==> src/rtl/ir_pulse_pkg.sv <==
package ir_pulse_pkg;

  localparam int FW = 8;

  typedef enum logic [1:0] {
    PH_IDLE  = 2'd0,
    PH_DELAY = 2'd1,
    PH_PULSE = 2'd2,
    PH_WAIT  = 2'd3
  } phase_t;

  // strobes from control to datapath
  typedef struct packed {
    logic clrCnt;      // phase changes at the next edge
    logic inPulse;     // pulsing phase
    logic inTimed;     // delay or wait phase
    logic inWait;      // wait phase
    logic holdTiming;  // freeze applied timing set
  } strobe_t;

  typedef struct packed {
    logic [FW-1:0] per;
    logic [FW-1:0] onTime;
    logic [FW-1:0] dly;
    logic [FW-1:0] wt;
    logic [FW-1:0] baud;
  } timing_t;

endpackage

==> src/rtl/ir_pulse_ctrl.sv <==
module ir_pulse_ctrl
  import ir_pulse_pkg::*;
(
  input  logic    clk,
  input  logic    rstN,
  input  logic    enabled,
  input  logic    periodEnd,
  input  logic    delayDone,
  input  logic    waitDone,
  output phase_t  phase,
  output strobe_t stb
);

  phase_t nxt;

  always_comb begin
    nxt = phase;
    if (!enabled) begin
      nxt = PH_IDLE;
    end else begin
      unique case (phase)
        PH_IDLE:  nxt = PH_DELAY;
        PH_DELAY: if (delayDone) nxt = PH_PULSE;
        PH_PULSE: if (periodEnd) nxt = PH_WAIT;
        PH_WAIT:  if (waitDone)  nxt = PH_PULSE;
        default:  nxt = PH_IDLE;
      endcase
    end
  end

  always_ff @(posedge clk) begin
    if (!rstN) phase <= PH_IDLE;
    else       phase <= nxt;
  end

  always_comb begin
    stb.clrCnt     = (nxt != phase);
    stb.inPulse    = (phase == PH_PULSE);
    stb.inTimed    = (phase == PH_DELAY) || (phase == PH_WAIT);
    stb.inWait     = (phase == PH_WAIT);
    stb.holdTiming = (phase == PH_PULSE);
  end

  // disabling forces idle one clock later
  p_off_to_idle_r10: assert property (@(posedge clk) disable iff (!rstN)
    !enabled |=> phase == PH_IDLE);

  // legal successors
  p_idle_exit_r8: assert property (@(posedge clk) disable iff (!rstN)
    phase == PH_IDLE |=> (phase == PH_IDLE || phase == PH_DELAY));
  p_delay_exit_r8: assert property (@(posedge clk) disable iff (!rstN)
    phase == PH_DELAY |=> (phase != PH_WAIT));
  p_pulse_exit_r8: assert property (@(posedge clk) disable iff (!rstN)
    phase == PH_PULSE |=> (phase != PH_DELAY));
  p_wait_exit_r8: assert property (@(posedge clk) disable iff (!rstN)
    phase == PH_WAIT |=> (phase != PH_DELAY));

endmodule

==> src/rtl/ir_pulse_dp.sv <==
module ir_pulse_dp
  import ir_pulse_pkg::*;
#(
  parameter int SLOW_DIV = 28800
) (
  input  logic        clk,
  input  logic        rstN,
  input  logic        wrEn,
  input  logic        wrSel,
  input  logic [31:0] wrData,
  input  strobe_t     stb,
  output logic        enabled,
  output logic        periodEnd,
  output logic        delayDone,
  output logic        waitDone,
  output logic        irOut
);

  localparam int SW = (SLOW_DIV > 2) ? $clog2(SLOW_DIV) : 1;
  localparam logic [SW-1:0] SLOW_LAST = SW'(SLOW_DIV - 1);
  localparam int UW = 2 * FW;

  logic          cfgInv, cfgSm, cfgSt;
  logic [FW-1:0] cfgBaud;
  logic [FW-1:0] pendPer, pendOn, pendDly, pendWt;
  timing_t       act;

  logic [FW-1:0] baudCnt, perCnt;
  logic [SW-1:0] slowCnt;
  logic [UW-1:0] unitCnt;
  logic [UW:0]   waitProd;
  logic [UW-1:0] waitLast;
  logic          tick, slowTick, pulseOn;
  logic          unusedCfgBits;

  assign unusedCfgBits = ^{wrData[31:24], wrData[15:4], wrData[2]};

  // register write port
  always_ff @(posedge clk) begin
    if (!rstN) begin
      cfgBaud <= '0; cfgInv <= 1'b0; cfgSm <= 1'b0; cfgSt <= 1'b0;
      pendPer <= '0; pendOn <= '0; pendDly <= '0; pendWt <= '0;
    end else if (wrEn) begin
      if (!wrSel) begin
        cfgBaud <= wrData[23:16];
        cfgInv  <= wrData[3];
        cfgSt   <= wrData[1];
        cfgSm   <= wrData[0];
      end else begin
        pendPer <= wrData[31:24];
        pendOn  <= wrData[23:16];
        pendDly <= wrData[15:8];
        pendWt  <= wrData[7:0];
      end
    end
  end

  // applied timing set, frozen while a pulse runs
  always_ff @(posedge clk) begin
    if (!rstN)                act <= '0;
    else if (!stb.holdTiming) act <= '{per: pendPer, onTime: pendOn, dly: pendDly,
                                       wt: pendWt, baud: cfgBaud};
  end

  assign enabled = cfgSm & cfgSt;

  // baud prescaler and period counter
  assign tick      = stb.inPulse && (baudCnt == act.baud);
  assign periodEnd = tick && (perCnt == act.per);

  always_ff @(posedge clk) begin
    if (!rstN || stb.clrCnt || !stb.inPulse) begin
      baudCnt <= '0;
      perCnt  <= '0;
    end else begin
      baudCnt <= tick ? '0 : baudCnt + 1'b1;
      if (tick) perCnt <= (perCnt == act.per) ? '0 : perCnt + 1'b1;
    end
  end

  assign pulseOn = stb.inPulse && (perCnt < act.onTime);
  assign irOut   = pulseOn ^ cfgInv;

  // slow timebase and unit counter
  assign slowTick = stb.inTimed && (slowCnt == SLOW_LAST);
  assign waitProd = ({{(UW+1-FW){1'b0}}, act.dly} + 1'b1) *
                    ({{(UW+1-FW){1'b0}}, act.wt} + 1'b1);
  assign waitLast = UW'(waitProd - 1'b1);
  assign delayDone = slowTick && !stb.inWait && (unitCnt == {{(UW-FW){1'b0}}, act.dly});
  assign waitDone  = slowTick &&  stb.inWait && (unitCnt == waitLast);

  always_ff @(posedge clk) begin
    if (!rstN || stb.clrCnt || !stb.inTimed) begin
      slowCnt <= '0;
      unitCnt <= '0;
    end else begin
      slowCnt <= slowTick ? '0 : slowCnt + 1'b1;
      if (slowTick) unitCnt <= unitCnt + 1'b1;
    end
  end

  // applied timing cannot move during a pulse
  p_hold_timing_r11: assert property (@(posedge clk) disable iff (!rstN)
    stb.holdTiming |=> $stable(act));
  // period counter never passes its limit
  p_per_bound_r2: assert property (@(posedge clk) disable iff (!rstN)
    stb.inPulse |-> perCnt <= act.per);
  // inactive level outside pulsing
  p_idle_level_r9: assert property (@(posedge clk) disable iff (!rstN)
    !stb.inPulse |-> irOut == cfgInv);
  // zero on-time keeps output inactive
  p_zero_on_r4: assert property (@(posedge clk) disable iff (!rstN)
    (stb.inPulse && act.onTime == '0) |-> irOut == cfgInv);
  // unit counter bounded by the wait length
  p_unit_bound_r7: assert property (@(posedge clk) disable iff (!rstN)
    stb.inWait |-> unitCnt <= waitLast);

endmodule

==> src/rtl/ir_pulse_gen.sv <==
module ir_pulse_gen
  import ir_pulse_pkg::*;
#(
  parameter int SLOW_DIV = 28800
) (
  input  logic        clk,
  input  logic        rstN,
  input  logic        wrEn,
  input  logic        wrSel,
  input  logic [31:0] wrData,
  output logic        irOut,
  output logic [1:0]  phase
);

  strobe_t stb;
  phase_t  ph;
  logic    enabled, periodEnd, delayDone, waitDone;

  ir_pulse_ctrl i_ctrl (
    .clk(clk), .rstN(rstN), .enabled(enabled), .periodEnd(periodEnd),
    .delayDone(delayDone), .waitDone(waitDone), .phase(ph), .stb(stb)
  );

  ir_pulse_dp #(.SLOW_DIV(SLOW_DIV)) i_dp (
    .clk(clk), .rstN(rstN), .wrEn(wrEn), .wrSel(wrSel), .wrData(wrData),
    .stb(stb), .enabled(enabled), .periodEnd(periodEnd),
    .delayDone(delayDone), .waitDone(waitDone), .irOut(irOut)
  );

  assign phase = ph;

endmodule

==> config.mk <==
export PLATFORM = sky130hd
export DESIGN_NAME = ir_pulse_gen
export DESIGN_NICKNAME = d
export VERILOG_FILES = /design/src/rtl/ir_pulse_pkg.sv /design/src/rtl/ir_pulse_ctrl.sv /design/src/rtl/ir_pulse_dp.sv /design/src/rtl/ir_pulse_gen.sv
export SDC_FILE = /design/constraint.sdc
export NUM_CORES = 1
export LEC_CHECK = 0
export ABC_AREA = 1
export BUFFER_PORTS_ARGS = -buffer_cell sky130_fd_sc_hd__buf_2
export CAP_MARGIN = 20
export CORE_MARGIN = 2
export CORE_UTILIZATION = 32
export CTS_CLUSTER_DIAMETER = 80
export DETAILED_ROUTE_END_ITERATION = 10
export PLACE_DENSITY_LB_ADDON = 0.15
export SKIP_LAST_GASP = 1
export SLEW_MARGIN = 20
export SYNTH_ARGS = -nofsm -noshare
export SYNTH_HDL_FRONTEND = slang
export SYNTH_SLANG_ARGS = --single-unit
==> constraint.sdc <==
create_clock -name clk -period 5.9 [get_ports clk]
set_input_delay 0.295 -clock clk [delete_from_list [all_inputs] [get_ports clk]]
set_output_delay 0.295 -clock clk [all_outputs]
set_load 0.03 [all_outputs]
==> Word-level counts from Yosys, hierarchy flattened <==
Index checks and enable logic that the tools add are counted.
{ "totals": {"ff_bits": 132, "inputBits": 36, "out_inout_bits": 3, "word_cells": 66} }
{ "op_classes": {"eq_ne": 9, "n_mul": 1, "muxes": 6, "n_reduce_logical": 21, "addsub": 7, "n_bitwise": 3, "order_cmp": 1} }
{ "ops": {"columns": ["operator", "count"], "rows": [
  ["8-bit by 1-bit adder with 9-bit output (second input constant)", 2],
  ["17-bit by 17-bit multiplier with 16-bit output", 1],
  ["16-bit by 1-bit adder with 16-bit output (second input constant)", 1],
  ["8-bit by 1-bit adder with 8-bit output (second input constant)", 2],
  ["16-bit equality test", 1],
  ["16-bit by 8-bit equality test with 1-bit output", 1],
  ["8-bit equality test", 2],
  ["16-bit by 1-bit subtractor with 16-bit output (second input constant)", 1],
  ["15-bit by 1-bit adder with 15-bit output (second input constant)", 1],
  ["15-bit equality test (second input constant)", 1],
  ["1-bit logical AND", 8],
  ["8-bit less-than comparator", 1],
  ["2-bit two-way mux", 4],
  ["8-bit two-way mux", 1],
  ["2-bit one-hot mux with 4 select lines", 1],
  ["2-bit equality test (second input constant)", 2],
  ["1-bit zero test", 4],
  ["1-bit logical OR", 4],
  ["2-bit AND reduction", 2],
  ["2-bit OR reduction", 2],
  ["2-bit by 1-bit equality test with 1-bit output (second input constant)", 1],
  ["2-bit zero test", 1],
  ["2-bit inequality test", 1],
  ["1-bit bitwise AND", 1],
  ["2 further kinds", 2]
]} }

==> Logic depth before layout (Yosys ltp) <==
{ "logic_depth": {"ltp_word": 12, "mapped_depth": 37, "ltp_nobuf": 36} }

==> By module <==
Synthesis repeated with hierarchy kept, for this count alone.
{ "unflattened": {"cells_unflattened": 1251, "hier_area_um2": 9021.2} }
{ "by_module_without_submodules": {"columns": ["mod", "seq_area_each_um2", "area_each_um2", "cells_each", "instances"], "rows": [
  ["ir_pulse_dp", 2602.5, 8867.3, 1225, 1],
  ["ir_pulse_ctrl", 40.0, 153.9, 26, 1]
]} }

==> Least setup slack after synthesis <==
Ideal clock, no wire load.
{ "synth_path": {"kind": "register to register", "start": "reg i_dp.act[8] (netlist name)", "end": "reg i_dp.slowCnt[10]", "path_slack_ps": 32, "path_stages_with_launch": 32, "setup_time_ps": 121, "arrival_ps": 5747, "path_buffers": 1, "required_time_ps": 5779, "path_cell_list": "dfxtp_1 > ha_1 > nand2_1 > inv_1 > nand3_1 > nor2_1 > xor2_1 > nand2_1 > fa_1 > fa_1 > fa_1 > fa_1 > inv_1 > fa_1 > ha_1 > nand2_1 > nand2_1 > a21oi_1 > nand3_1 > nand2_1 > nand2_1 > xor2_1 > and2_1 > nor2_1 > nand4_1 > nand2_1 > nand2_2 > nand4_4 > inv_2 > nand2_4 > buf_12 > nor2_4"} }
{ "synth_between": {"elab_chain_len": 12} }
{ "synth_rtl": {"columns": ["element", "line", "source"], "rows": [
  ["from (decl)", "ir_pulse_dp.sv:26", "timing_t act;"],
  ["from (signal assigned)", "ir_pulse_dp.sv:61", "else if (!stb.holdTiming) act <= '{per: pendPer, onTime: pendOn, dly: pendDly,"],
  ["8-bit by 1-bit adder with 9-bit output", "ir_pulse_dp.sv:87", "({{(UW+1-FW){1'b0}}, act.wt} + 1'b1);"],
  ["17-bit by 17-bit multiplier with 16-bit output", "ir_pulse_dp.sv:86", "assign waitProd = ({{(UW+1-FW){1'b0}}, act.dly} + 1'b1) *"],
  ["16-bit by 1-bit subtractor with 16-bit output", "ir_pulse_dp.sv:88", "assign waitLast = UW'(waitProd - 1'b1);"],
  ["16-bit equality test", "ir_pulse_dp.sv:90", "assign waitDone = slowTick && stb.inWait && (unitCnt == waitLast);"],
  ["1-bit logical AND", "ir_pulse_dp.sv:90", null],
  ["2-bit two-way mux", "ir_pulse_ctrl.sv:25", "PH_WAIT: if (waitDone) nxt = PH_PULSE;"],
  ["2-bit one-hot mux with 4 select lines", "ir_pulse_ctrl.sv:21", "unique case (phase)"],
  ["2-bit two-way mux", "ir_pulse_ctrl.sv:18", "if (!enabled) begin"],
  ["2-bit inequality test", "ir_pulse_ctrl.sv:37", "stb.clrCnt = (nxt != phase);"],
  ["1-bit logical OR (2 in series)", "ir_pulse_dp.sv:93", "if (!rstN || stb.clrCnt || !stb.inTimed) begin"],
  ["2-bit OR reduction (no line)", null, null],
  ["to (signal assigned)", "ir_pulse_dp.sv:97", "slowCnt <= slowTick ? '0 : slowCnt + 1'b1;"],
  ["to (decl)", "ir_pulse_dp.sv:29", "logic [SW-1:0] slowCnt;"]
]} }
Every way passes these cells.
A chain may end at the register's enable or synchronous reset.

==> Final worst setup path <==
{ "layout_path": {"start": "reg i_dp.act[9] (netlist name)", "end": "reg i_dp.baudCnt[6]"} }
{ "layout_between": {"elab_chain_len": 12} }
{ "layout_rtl": {"columns": ["element", "line", "source"], "rows": [
  ["8-bit by 1-bit adder with 9-bit output", "ir_pulse_dp.sv:87", null],
  ["17-bit by 17-bit multiplier with 16-bit output", "ir_pulse_dp.sv:86", null],
  ["16-bit by 1-bit subtractor with 16-bit output", "ir_pulse_dp.sv:88", null],
  ["16-bit equality test", "ir_pulse_dp.sv:90", null],
  ["1-bit logical AND", "ir_pulse_dp.sv:90", null],
  ["2-bit two-way mux", "ir_pulse_ctrl.sv:25", null],
  ["2-bit one-hot mux with 4 select lines", "ir_pulse_ctrl.sv:21", null],
  ["2-bit two-way mux", "ir_pulse_ctrl.sv:18", null],
  ["2-bit inequality test", "ir_pulse_ctrl.sv:37", null],
  ["1-bit logical OR (2 in series)", "ir_pulse_dp.sv:72", "if (!rstN || stb.clrCnt || !stb.inPulse) begin"],
  ["2-bit OR reduction (no line)", null, null],
  ["to (signal assigned)", "ir_pulse_dp.sv:76", "baudCnt <= tick ? '0 : baudCnt + 1'b1;"],
  ["to (decl)", "ir_pulse_dp.sv:28", "logic [FW-1:0] baudCnt, perCnt;"]
]} }
Every way passes these cells.

==> results.json <==
{
  "ir_drop_mv": 0.181,
  "h-tree-depth": 4,
  "rsz0062_at_grt": "true",
  "crit_family": "adder cells",
  "end_kind": "flop",
  "hold_viol": 0,
  "setup_slack_ps": 86.5,
  "syn_to_final_growth_pct": 29.4,
  "clockBufferDepth": 2,
  "postLayoutCoreUtil_pct": 41.8,
  "path_class": "flop to flop",
  "holdPathStages": 3,
  "leakage_nw": 5.08,
  "synth_area_sq_mm": 0.00892,
  "cts_root_buffer": "clkbuf_16",
  "wl_met2_mm": 11.2,
  "vias": 7687,
  "synth_fp_nets": 1331,
  "drive_gt1_share_pct": 24.6,
  "diodes": 0,
  "die_h_um": 171,
  "grt_pass1_vias": 7586,
  "antenna_found_initial": 0,
  "rr_endpoint": "i_dp.baudCnt[6]$_SDFF_PP0_",
  "pwr_density_cell_mw_per_mm2": 238,
  "remaining_drc_errors": 0,
  "nFillCells": 2936,
  "portBuffers": 38,
  "preCtsSetupSlack_ps": -192,
  "yosysTopAreaCellShare_pct": 29.6,
  "layout_commonest_cell": "nor2_1",
  "die_w_um": 171,
  "die-area_sq_mm": 0.0292,
  "fmax_ghz": 0.172,
  "vias_per_cell": 4.47,
  "crit_buf_inv": 8,
  "setup_violations": 0,
  "ant_nets": 0,
  "synthCells": 1187,
  "cts_made_buffers": 17,
  "r2r_cells": 32,
  "coreArea_sq_mm": 0.0276,
  "grt_pass1_wl_mm": 37.8,
  "finalPower_w": 0.00275,
  "whs_endpoint": "i_dp.cfgBaud[7]$_SDFFE_PN0P_",
  "grt_max_degree": 85,
  "maxCapViolCount": 0,
  "drt_iter0_markers": 281,
  "crit_path_max_incr_delay_ps": 540,
  "track_usage_pct": 16.4,
  "min-delay-start": "wrData[23]",
  "dp_hpwl_mm": 17.5,
  "synth.area.top_cells": "dfxtp_1 30%, fa_1 12%, nor2_1 8.9%, nand2_1 8.1%, ha_1 7.7%",
  "nNetsFinal": 1474,
  "routed.top_layer": "met4",
  "r2r-start": "i_dp.act[9]$_SDFFE_PN0N_",
  "synth.avg_cell_area_sq_um": 7.51,
  "ys_warn_count": 0,
  "crit_fanout": 8,
  "cp_data_arrival_time_ps": 6170,
  "ys_types": 47,
  "post-route-period-util_pct": 98.5,
  "wl_met1_mm": 10.7,
  "start_util_pct": 32.3,
  "worstPathRequired_ps": 6250,
  "yosysTopAreaCell": "dfxtp_1",
  "cts_tree": "yes",
  "fin_crit_ps": 5810,
  "grt_overflow": 0,
  "skew_ps": 11.6,
  "numClockSinks": 132,
  "slowest_stage": "fa_1",
  "tightestPinTransition_ps": 974,
  "hold_buffers": 0,
  "outcome": "completed",
  "slew_headroom_pct": 34.9,
  "synth-seq-cells": 132,
  "critPathLaunchType": "flop",
  "r2r_setup_slack_ps": 90,
  "clk_latency_ps": 430,
  "dr.pass1.iters": 4,
  "drv_slew": 0,
  "wl_per_cell_um": 13.1,
  "gp_congestion": 0.805,
  "seq_area_frac_synth_pct": 29.6,
  "clkTransAtPathRegs_ps": 80,
  "rows": 61,
  "wl_met3_um": 448,
  "mostFrequentLayoutCells": "198 x nor2_1, 173 x nand2_1, 158 x inv_1, 127 x dfxtp_1, 110 x buf_4",
  "wl_mm": 22.6,
  "hp-class": "input port to flop",
  "design.portCount": 39
}
routing by layer:
layer / vias up / global-route usage, %
met5: - / 0
met4: 0 / 4.16
met3: 15 / 2.66
met2: 59 / 29.1
met1: 3574 / 20.7
li1: 4039 / -
cell type report:
type	instances	area [sq um]	share of cell area (%)
Multi-Input combinational cell	850	6000	52.0
Inverter	173	651	5.64
Clock inverter	15	180	1.56
Tap cell	378	473	4.10
Clock buffer	17	425	3.68
Sequential cell	132	2650	23.0
Timing Repair Buffer	156	1160	10.1
flip-flops by register name (all words and copies together), names as in the netlist:
name and flops:
i_dp.perCnt 8, i_dp.pendPer 8, i_dp.act 40, i_dp.pendWt 8, i_dp.pendOn 8, i_dp.cfgBaud 8, i_dp.cfgSt 1, i_dp.unitCnt 16
i_dp.pendDly 8, i_dp.slowCnt 15, i_ctrl.phase 2, i_dp.cfgSm 1, i_dp.cfgInv 1, i_dp.baudCnt 8
cells in the mapped netlist, drive strengths merged:
master	count
nand3b	1
o21ai	90
dfxtp	132
nand3	42
clkbuf	29
clkinv	1
o21bai	1
a31oi	1
buf	3
and2	2
a21o	3
o2111ai	1
nor2	227
and3	4
nor3b	6
xnor2	23
a21boi	1
a221oi	1
inv	172
a211oi	1
nor4	5
o211ai	2
o221ai	1
nor3	26
o22ai	2
nand2	202
or2	3
fa	53
nand4	23
ha	55
and3b	1
xnor3	1
xor2	32
a21oi	40
through the flow:
step / hold slack (ps) / cells / area [sq um] / setup TNS, ps
2_1_floorplan: 429 / 1187 / 8920 / 0
3_3_place_gp: 445 / 1670 / 10200 / -2120
3_5_place_dp: 454 / 1670 / 10200 / -4380
4_1_cts: 98.1 / 1713 / 11200 / -1.69
5_1_grt: 120 / 1721 / 11500 / -6570
6_report: 111 / 1721 / 11500 / 0
worst max-delay path by stage:
stage / startpoint / endpoint / slack [ps] / depth (start not counted)
3_3_place_gp: i_dp.act[8]$_SDFFE_PN0N_ / i_dp.baudCnt[1]$_SDFF_PP0_ / -90 / 33
3_5_place_dp: i_dp.act[17]$_SDFFE_PN0N_ / i_dp.baudCnt[1]$_SDFF_PP0_ / -190 / 33
4_1_cts: i_dp.act[9]$_SDFFE_PN0N_ / i_dp.baudCnt[1]$_SDFF_PP0_ / -2 / 31
6_report: i_dp.act[9]$_SDFFE_PN0N_ / i_dp.baudCnt[6]$_SDFF_PP0_ / 90 / 32
5_1_grt: i_dp.act[17]$_SDFFE_PN0N_ / i_dp.perCnt[1]$_SDFFE_PP0P_ / -210 / 32
2_1_floorplan: i_dp.act[8]$_SDFFE_PN0N_ / i_dp.slowCnt[10]$_SDFF_PP0_ / 30 / 31
worst register-to-register path: cells and delay by family, from the launching register on:
kind,cells,cell delay (ps)
xor gates and xnor gates,1,180
DFF,1,360
and+or+nand+nor,17,1640
adders and majority gates,6,2860
buffers and inverters,8,720
kinds of logic (layout without fill, tap and decap cells):
family,after synthesis,in the layout,share of synthesized area (%)
XOR/XNOR,56,56,5.65
adder cells (fa/ha/maj),108,108,19.6
buffers and inverters,205,361,8.92
AND/OR/NAND/NOR,542,542,27.7
AO/OA/AOI/OAI,144,144,8.51
flip-flops,132,132,29.6
report_power, final:
group | total [W] | internal [W] | switching, W
logic | 0.000761 | 0.000348 | 0.000412
registers | 0.000938 | 0.000922 | 0.0000163
clock network | 0.00106 | 0.000573 | 0.000482
total | 0.00275 | 0.00184 | 0.000911
what timing repair did:
item,4_1_cts,5_1_grt
pin swaps,35,38
resized for setup,53,69
endpoints found under the hold margin,0,0
endpoints found under the setup margin,44,48
cloned,1,0
setup buffers,10,8
Note: power is estimated with default switching activity, not from simulation.
